===== src/rtl/vtg_pkg.sv =====
package vtg_pkg;
  localparam int unsigned LW     = 11;
  localparam int unsigned HI_LSB = 16;
  localparam int unsigned AW     = 3;
  localparam int unsigned DW     = 32;

  typedef enum logic [AW-1:0] {
    A_CTRL  = 3'd0,
    A_PRIM  = 3'd1,
    A_EVEN  = 3'd2,
    A_BLANK = 3'd3,
    A_SYNC  = 3'd4,
    A_PANEL = 3'd5
  } vaddr_t;

  typedef struct packed {
    logic [LW-1:0] p_tot;
    logic [LW-1:0] p_act;
    logic [LW-1:0] e_tot;
    logic [LW-1:0] e_act;
    logic [LW-1:0] b_start;
    logic [LW-1:0] b_end;
    logic [LW-1:0] s_start;
    logic [LW-1:0] s_end;
    logic [LW-1:0] panel;
    logic          ilace;
  } vset_t;

  function automatic logic [LW-1:0] sat_sub(input logic [LW-1:0] a, input logic [LW-1:0] b);
    return (a > b) ? (a - b) : '0;
  endfunction
endpackage


===== src/rtl/vtg_regs.sv =====
module vtg_regs
  import vtg_pkg::*;
(
  input  logic          clk_i,
  input  logic          rst_ni,
  input  logic          wr_en_i,
  input  logic [AW-1:0] wr_addr_i,
  input  logic [DW-1:0] wr_data_i,
  input  logic          wrap_i,
  output vset_t         work_o,
  output logic          loaded_o,
  output logic          pend_o,
  output logic          ilace_next_o
);
  vset_t stage_q, work_q;
  logic  pend_q, loaded_q, load, set_req;
  logic  unused_bits;

  assign unused_bits = ^{wr_data_i[DW-1:HI_LSB+LW], wr_data_i[HI_LSB-1:LW]};
  assign set_req = wr_en_i && (vaddr_t'(wr_addr_i) == A_CTRL) && wr_data_i[0];
  assign load    = wrap_i && pend_q;

  always_ff @(posedge clk_i or negedge rst_ni) begin
    if (!rst_ni) begin
      stage_q <= '0;
    end else if (wr_en_i) begin
      case (vaddr_t'(wr_addr_i))
        A_CTRL:  stage_q.ilace <= wr_data_i[1];
        A_PRIM:  begin
          stage_q.p_tot <= wr_data_i[HI_LSB +: LW];
          stage_q.p_act <= wr_data_i[0 +: LW];
        end
        A_EVEN:  begin
          stage_q.e_tot <= wr_data_i[HI_LSB +: LW];
          stage_q.e_act <= wr_data_i[0 +: LW];
        end
        A_BLANK: begin
          stage_q.b_end   <= wr_data_i[HI_LSB +: LW];
          stage_q.b_start <= wr_data_i[0 +: LW];
        end
        A_SYNC:  begin
          stage_q.s_end   <= wr_data_i[HI_LSB +: LW];
          stage_q.s_start <= wr_data_i[0 +: LW];
        end
        A_PANEL: stage_q.panel <= wr_data_i[0 +: LW];
        default: ;
      endcase
    end
  end

  always_ff @(posedge clk_i or negedge rst_ni) begin
    if (!rst_ni) begin
      work_q   <= '0;
      loaded_q <= 1'b0;
      pend_q   <= 1'b0;
    end else begin
      pend_q <= (pend_q && !load) || set_req;
      if (load) begin
        work_q   <= stage_q;
        loaded_q <= 1'b1;
      end
    end
  end

  assign work_o       = work_q;
  assign loaded_o     = loaded_q;
  assign pend_o       = pend_q;
  assign ilace_next_o = load ? stage_q.ilace : work_q.ilace;


  pend_clear_chk: assert property (@(posedge clk_i) disable iff (!rst_ni)
    (wrap_i && pend_q && !set_req) |=> !pend_o);

  work_hold_chk: assert property (@(posedge clk_i) disable iff (!rst_ni)
    !(wrap_i && pend_q) |=> $stable(work_o));
endmodule


===== src/rtl/vtg_counter.sv =====
module vtg_counter
  import vtg_pkg::*;
(
  input  logic          clk_i,
  input  logic          rst_ni,
  input  logic          line_stb_i,
  input  logic [LW-1:0] tot_i,
  input  logic          ilace_next_i,
  output logic [LW-1:0] line_o,
  output logic          field_o,
  output logic          wrap_o
);
  logic [LW-1:0] line_q;
  logic          field_q;

  assign wrap_o = line_stb_i && (line_q == tot_i);

  always_ff @(posedge clk_i or negedge rst_ni) begin
    if (!rst_ni) begin
      line_q  <= '0;
      field_q <= 1'b0;
    end else if (wrap_o) begin
      line_q  <= '0;
      field_q <= ilace_next_i ? !field_q : 1'b0;
    end else if (line_stb_i) begin
      line_q  <= line_q + LW'(1);
    end
  end

  assign line_o  = line_q;
  assign field_o = field_q;


  line_bound_chk: assert property (@(posedge clk_i) disable iff (!rst_ni)
    line_o <= tot_i);

  prog_field_chk: assert property (@(posedge clk_i) disable iff (!rst_ni)
    (wrap_o && !ilace_next_i) |=> !field_o);

  ilace_toggle_chk: assert property (@(posedge clk_i) disable iff (!rst_ni)
    (wrap_o && ilace_next_i) |=> (field_o != $past(field_o)));
endmodule


===== src/rtl/vtg_center.sv =====
module vtg_center
  import vtg_pkg::*;
(
  input  vset_t         work_i,
  input  logic          field_i,
  input  logic          loaded_i,
  input  logic [LW-1:0] line_i,
  output logic          active_o,
  output logic          blank_o,
  output logic          vsync_o,
  output logic [LW-1:0] vadj_o
);
  logic [LW-1:0] act_sel, adj, abs_q, abe, ass, ase;

  assign act_sel = field_i ? work_i.e_act : work_i.p_act;
  assign adj     = (work_i.panel > act_sel) ? ((work_i.panel - act_sel) >> 1) : '0;

  assign abs_q = sat_sub(work_i.b_start, adj);
  assign abe   = sat_sub(work_i.b_end,   adj);
  assign ass   = sat_sub(work_i.s_start, adj);
  assign ase   = sat_sub(work_i.s_end,   adj);

  assign active_o = loaded_i && (line_i <= act_sel);
  assign blank_o  = !loaded_i || ((line_i >= abs_q) && (line_i < abe));
  assign vsync_o  = loaded_i && (line_i >= ass) && (line_i < ase);
  assign vadj_o   = adj;
endmodule


===== src/rtl/vtg_top.sv =====
module vtg_top
  import vtg_pkg::*;
(
  input  logic          clk_i,
  input  logic          rst_ni,
  input  logic          line_stb_i,
  input  logic          wr_en_i,
  input  logic [2:0]    wr_addr_i,
  input  logic [31:0]   wr_data_i,
  output logic          active_o,
  output logic          blank_o,
  output logic          vsync_o,
  output logic          field_o,
  output logic [10:0]   line_o,
  output logic [10:0]   vadj_o,
  output logic          upd_pend_o
);
  vset_t         work;
  logic          loaded, ilace_next, wrap;
  logic [LW-1:0] tot_sel;

  assign tot_sel = field_o ? work.e_tot : work.p_tot;

  vtg_regs u_regs (
    .clk_i, .rst_ni, .wr_en_i, .wr_addr_i, .wr_data_i,
    .wrap_i(wrap), .work_o(work), .loaded_o(loaded),
    .pend_o(upd_pend_o), .ilace_next_o(ilace_next)
  );

  vtg_counter u_cnt (
    .clk_i, .rst_ni, .line_stb_i, .tot_i(tot_sel),
    .ilace_next_i(ilace_next), .line_o, .field_o, .wrap_o(wrap)
  );

  vtg_center u_ctr (
    .work_i(work), .field_i(field_o), .loaded_i(loaded), .line_i(line_o),
    .active_o, .blank_o, .vsync_o, .vadj_o
  );


  idle_blank_chk: assert property (@(posedge clk_i) disable iff (!rst_ni)
    !loaded |-> (blank_o && !active_o && !vsync_o));

  vadj_range_chk: assert property (@(posedge clk_i) disable iff (!rst_ni)
    vadj_o <= work.panel);
endmodule


===== config.mk =====
export PLATFORM = sky130hd
export DESIGN_NAME = vtg_top
export DESIGN_NICKNAME = d
export VERILOG_FILES = /design/src/rtl/vtg_pkg.sv /design/src/rtl/vtg_regs.sv /design/src/rtl/vtg_counter.sv /design/src/rtl/vtg_center.sv /design/src/rtl/vtg_top.sv
export SDC_FILE = /design/constraint.sdc
export NUM_CORES = 1
export LEC_CHECK = 0
export BUFFER_PORTS_ARGS = -buffer_cell sky130_fd_sc_hd__buf_2
export CAP_MARGIN = 20
export CORE_MARGIN = 10
export CORE_UTILIZATION = 54
export DETAILED_ROUTE_END_ITERATION = 16
export PLACE_DENSITY = 0.68
export SLEW_MARGIN = 40
export SYNTH_ARGS = -nofsm -noshare
export SYNTH_HDL_FRONTEND = slang
export SYNTH_SLANG_ARGS = --single-unit

===== constraint.sdc =====
create_clock -name clk_i -period 14.95 [get_ports clk_i]
set_clock_uncertainty 0.15 [all_clocks]
set_input_delay 0.7475 -clock clk_i [delete_from_list [all_inputs] [get_ports clk_i]]
set_output_delay 0.7475 -clock clk_i [all_outputs]
set_load 0.05 [all_outputs]

-- After elaboration in Yosys (flattened, before gate mapping)
Index checks and enable logic that the tools add are counted.
- $add $sub $neg: 6
- multiply operators: 0
- divide/modulo/power cells: 0
- order comparisons: 10
- equality and inequality tests: 6
- shifts and indexed selects: 0
- mux-type cells: 11
- bitwise logic cells: 0
- reductions and logical operators: 22
- operators by type and width (operator ; count):
    two-way mux 11 bit ; 8
    > comparator 11 bit ; 5
    subtractor 11 bit ; 5
    >= comparator 11 bit ; 2
    less-than comparator 11 bit ; 2
    AND reduction 2 bit ; 6
    adder 11 x 1 -> 11 bit, second input constant ; 1
    equality test 11 bit ; 1
    <= comparator 11 bit ; 1
    two-way mux 10 bit ; 1
    logical AND 1 bit ; 9
    equality test 3 x 2 -> 1 bit, second input constant ; 2
    equality test 3 bit, second input constant ; 2
    equality test 3 x 1 -> 1 bit, second input constant ; 1
    zero test 1 bit ; 3
    zero test 3 bit ; 1
    logical OR 1 bit ; 2
    two-way mux 1 bit ; 2
    nonzero test 2 bit ; 1
- bits in registers: 214
- bits in latches: 0
- RAM bits: 0
- ROM bits: 0
- bits of input ports: 39
- output and inout bits: 27
- word-level logic and storage cells: 79
- memories kept: 0

-- Longest topological paths before layout
- depth after elaboration: 8
- mapped depth: 28
- depth with buffers taken out: 23

-- Hierarchy
From an unflattened synthesis, not the netlist that was laid out.
- cell total of the unflattened synthesis: 1049
- area, all modules: 12445.7 um^2
- by module, submodules not included (module ; instances ; cells an instance ; area an instance (um^2) ; seq. area each (um^2)):
    vtg_regs ; 1 ; 432 ; 7542.2 ; 5054.8
    vtg_center ; 1 ; 540 ; 4056.4 ; 0.0
    vtg_counter ; 1 ; 65 ; 674.4 ; 300.3
    vtg_top ; 1 ; 12 ; 172.7 ; 0.0

-- Worst setup path after synthesis
Ideal clock, no wire load.
- path type: register to output
- from: reg u_cnt.field_q, in the netlist u_cnt.field_o
- to: out vsync_o
- data arrival time: 7143 ps
- required time: 14053 ps
- slack: 6909 ps
- stages on the path, launching flop included: 28
- buffers on the path: 4
- path through: dfrtp_1 buf_4 buf_6 buf_2 mux2i_1 ha_1 clkbuf_1 a21o_1 a21o_1 a21oi_1 a21o_1 a21oi_1 and2_1 ha_1 inv_1 fa_1 a21o_1 a21oi_1 nor2_1 a2111oi_0 xnor2_1 nand2_1 ha_1 a21oi_1 nor2b_1 o21ai_0 o2111ai_1 a211oi_1
- word-level cells in the longest chain between the ends: 8
- elaborated cells on any way between the ends: 14
- classes of those cells: add/sub (3); order compare (5); mux (4); reduce/logical (2)
- ends and longest elaborated chain (item ; line ; text):
    from (decl) ; vtg_counter.sv:14 ; logic field_q;
    from (signal assigned) ; vtg_counter.sv:24 ; field_q <= ilace_next_i ? !field_q : 1'b0;
    two-way mux 11 bit * ; vtg_center.sv:15 ; assign act_sel = field_i ? work_i.e_act : work_i.p_act;
    subtractor 11 bit / > comparator 11 bit (equally long branches) ; vtg_center.sv:16 ; assign adj = (work_i.panel > act_sel) ? ((work_i.panel - act_sel) >> 1) : '0;
    two-way mux 10 bit * ; vtg_center.sv:16 ;
    net vadj_o[0] ; vtg_top.sv:15 ; output logic [10:0] vadj_o,
    subtractor 11 bit / > comparator 11 bit (equally long branches) ; vtg_pkg.sv:30 ; return (a > b) ? (a - b) : '0;
    two-way mux 11 bit ; vtg_pkg.sv:30 ;
    >= comparator 11 bit ; vtg_center.sv:25 ; assign vsync_o = loaded_i && (line_i >= ass) && (line_i < ase);
    logical AND 1 bit ; vtg_center.sv:25 ;
    logical AND 1 bit * ; vtg_center.sv:25 ;
    to (decl) ; vtg_top.sv:12 ; output logic vsync_o,
The timed path passes the listed nets; every way through them passes the cells marked *.

-- Final worst setup path
- from: reg u_cnt.field_q, in the netlist u_cnt.field_o
- to: out blank_o
- word-level cells in the longest chain between the ends: 8
- elaborated cells on any way between the ends: 14
- classes of those cells: add/sub (3); order compare (5); mux (4); reduce/logical (2)
- ends and longest elaborated chain (item ; line ; text):
    two-way mux 11 bit * ; vtg_center.sv:15 ;
    subtractor 11 bit / > comparator 11 bit (equally long branches) ; vtg_center.sv:16 ;
    two-way mux 10 bit * ; vtg_center.sv:16 ;
    subtractor 11 bit / > comparator 11 bit (equally long branches) ; vtg_pkg.sv:30 ;
    two-way mux 11 bit ; vtg_pkg.sv:30 ;
    >= comparator 11 bit / less-than comparator 11 bit (equally long branches) ; vtg_center.sv:24 ; assign blank_o = !loaded_i || ((line_i >= abs_q) && (line_i < abe));
    logical AND 1 bit * ; vtg_center.sv:24 ;
    logical OR 1 bit * ; vtg_center.sv:24 ;
    to (decl) ; vtg_top.sv:11 ; output logic blank_o,
Every way passes the cells marked *; elsewhere a longest branch is shown, timed or not.

==> flow_summary.yaml <==
cells_and_area:
  finalInstanceArea_um2: 14200
  layout-drive-gt1-share_pct: 28.1
  antenna_cells: 0
  syn_to_final_growth_pct: 11.6
  fillers: 1892
  multi_input_area_um2: 7100
  fin_nets: 1274
  regArea_um2: 5360
route:
  finalWirelength_um: 29100
  drc: 0
  drtIter0Drc: 489
  vias: 8505
  drtAntennaViolNets: 0
  first_pass_iters: 4
  wl_per_cell_um: 19.9
  viasPerCell: 5.82
global_route:
  grt_start_max_net_pins: 85
  antenna_found_initial: 0
  gr-usage-all-layers_pct: 19.1
  grt_pass1_wl_um: 46700
  overflow: 0
  grt_pass1_vias: 8743
synthesis:
  synth_cells: 1067
  async_reset_ff_share_pct: 100
  postSynthAreaPerCell_um2: 11.9
  synth_area_um2: 12700
  synth_edf_count: 0
  ys_seq_elements: 214
  synthFlopType: "dfrtp_1"
  seq_area_frac_synth_pct: 42.1
  ys_types: 58
  yosys_warnings: 0
  syn_nets: 1216
critical_path:
  r2r-start: "u_cnt.field_o$_DFFE_PN0P_"
  ff2ff_path_depth: 8
  required_ns: 14.05
  rr_endpoint: "u_regs.work_o[18]$_DFFE_PN0P_"
  crit_end: "blank_o"
  crit_path_start_kind: "flip-flop"
  critical_path.max_fanout: 23
  startpoint: "u_cnt.field_o$_DFFE_PN0P_"
  rrSetupSlack_ns: 11.39
  arrival_ns: 7.11
  worst-setup-path-type: "flip-flop to output pin"
  end_kind: "output pin"
cts:
  cts.repair.resized: 0
  htreeDepth: 1
  insertion_delay_ns: 0.51
  post-cts-setup-buffers: 0
  cts_tree: "done"
  path_clk_slew_ns: 0.06
  root_buffer: "clkbuf_16"
  cts_made_buffers: 23
  cts.sinks: 214
  clock_path_buffers: 3
  holdBufCountCts: 0
sta:
  hold_slack_ns: 0.0128
  finalMaxSlewViolations: 0
  timing.fmax_mhz: 125
  setup_viol: 0
  worstMarginPinSlew_ns: 0.775
  grt_setup_unrepaired: "false"
  hold_viol: 0
  slew_headroom_pct: 48.4
  fin_crit_ns: 8.01
  finalSetupTns_ns: 0
  period_share_pct: 53.6
floorplanning:
  die_y_um: 173
  placementRows: 56
  core_um2: 23300
  start_util_pct: 54.5
  design.die.area_um2: 30100
  io_pins: 66
  die_w_um: 173
worst_hold_path:
  min_path_type: "primary input to async pin"
placed_design:
  place_congestion: 0.948
  port_buffers: 54
  dpl-instance-area_um2: 13300
  dp_hpwl_um: 20800
outcome:
  status: "complete, no violations"
run:
  max_cap_violations: 0
[state kept, by name (all words and copies together) (netlist names)]
register and cells:
u_regs.work_o 100, u_cnt.field_o 1, u_regs.pend_o 1, u_regs.stage_q 100, u_cnt.line_o 11, u_regs.loaded_o 1
[metal layers]
layer | part of all wire, % | GRT usage (%) | vias to the layer above
li1 | - | - | 4046
met2 | 45 | 30.4 | 157
met4 | 1.6 | 4.28 | 0
met1 | 49 | 27.2 | 4273
met3 | 4.3 | 2.29 | 29
met5 | 0 | 0 | -
[cells in the mapped netlist (3+ instances only)]
library cell  count  share of area (%)
a21o_1           20                1.2
or4_1             3               0.18
nor3_1           13               0.51
nor2_1           43                1.3
nand2b_1         16               0.79
ha_1            105                 10
o21bai_1          3               0.18
o21a_1           18                1.1
o21ai_0          34                1.3
a2111oi_0         3               0.21
or2_2             6               0.30
nor3b_1           3               0.18
nor2b_1          18               0.89
fa_1              5               0.79
o2111ai_1         5               0.34
xor2_1           26                1.8
and2_1            8               0.39
clkbuf_1         15               0.44
dfrtp_1         214                 42
nand4_1          28                1.4
o211ai_1          5               0.30
or3_1             6               0.30
a31oi_1           4               0.20
and3_1            9               0.44
a211o_1           7               0.48
buf_6            10               0.89
buf_4             3               0.18
mux2_4           89                 11
nand3_1          13               0.51
a211oi_1          5               0.30
inv_1            19               0.56
mux2_2          112                9.9
mux2i_1          26                2.0
a21oi_1          48                1.9
xnor2_1          19                1.3
buf_1             5               0.15
o31a_1            5               0.34
nand3b_1          4               0.24
o22ai_1           4               0.20
nand2_1          58                1.7
o31ai_1           5               0.30
[cell type report]
| type | instances | share of cell area (%) |
|---|---|---|
| Clock inverter | 11 | 1.37 |
| Inverter | 19 | 0.502 |
| Sequential cell | 214 | 37.7 |
| Multi-Input combinational cell | 799 | 50.0 |
| Timing Repair Buffer | 68 | 2.91 |
| Tap cell | 319 | 2.81 |
| Clock buffer | 31 | 4.69 |
[kinds of logic after synthesis]
family / after synthesis / share of synthesized area, %
DFF: 214 / 42.1
and+or+nand+nor: 240 / 9.87
adders and majority gates: 110 / 11.1
muxes: 227 / 22.5
AOI/OAI and AO/OA: 176 / 9.01
buffers and inverters: 54 / 2.29
other: 1 / 0.0295
xor gates and xnor gates: 45 / 3.10
[cells in the final DEF, fill, tap and decap left out, types with 5 or more instances in the layout]
cell type and n:
dfrtp_1 214, mux2_2 112, ha_1 105, mux2_4 89
nand2_1 57, buf_2 53, a21oi_1 48, nor2_1 42
o21ai_0 33, nand4_1 28, mux2i_1 26, xor2_1 26
clkbuf_16 23, a21o_1 20, xnor2_1 19, inv_1 19
nor2b_1 18, o21a_1 18, nand2b_1 16, nand3_1 13
nor3_1 12, buf_4 11, and3_1 9, and2_1 8
a211o_1 7, or2_2 6, or3_1 6, clkbuf_8 6
o31a_1 5, o211ai_1 5, o31ai_1 5, a211oi_1 5
o2111ai_1 5, fa_1 5, bufinv_16 5
[how the worst min path moves through the flow]
stage                                   from                        endpoint  slack, ns  depth (start not counted)
2_1_floorplan                         rst_ni       u_cnt.field_o$_DFFE_PN0P_       0.30                          0
3_3_place_gp   u_regs.stage_q[8]$_DFFE_PN0P_    u_regs.work_o[8]$_DFFE_PN0P_       0.33                          1
3_5_place_dp   u_regs.stage_q[8]$_DFFE_PN0P_    u_regs.work_o[8]$_DFFE_PN0P_       0.34                          1
4_1_cts                               rst_ni  u_regs.stage_q[91]$_DFFE_PN0P_       0.02                          1
5_1_grt                               rst_ni  u_regs.stage_q[67]$_DFFE_PN0P_       0.04                          1
6_report                              rst_ni   u_regs.work_o[91]$_DFFE_PN0P_       0.01                          1
[worst max-delay path, stage by stage (launching register included)]
cell,delay (ns)
dfrtp_1,0.35
buf_4,0.39
mux2i_1,0.49
ha_1,0.32
nor2b_1,0.15
o31a_1,0.27
or2_2,0.30
o311a_1,0.34
mux2i_1,0.20
nand3_1,0.34
ha_1,0.59
nand2_1,0.12
or4_1,0.53
o31ai_1,0.08
o21ai_1,0.29
nor2b_1,0.24
ha_1,0.26
nand2b_1,0.09
a31oi_1,0.08
o21ai_0,0.20
a211o_1,0.24
o2111ai_1,0.13
a21oi_1,0.26
buf_2,0.32
[stage by stage]
stage / std cells / util, % / setup slack [ns]
2_1_floorplan: 1067 / - / 6.91
3_3_place_gp: 1418 / 57.0 / 7.41
3_5_place_dp: 1419 / 57.1 / 7.52
4_1_cts: 1461 / 60.8 / 6.92
5_1_grt: 1461 / 60.8 / 6.48
6_report: 1461 / 60.8 / 6.94
Power is not shown: default switching activity piles up to over one toggle a cycle in this logic, so the estimate is an artifact.
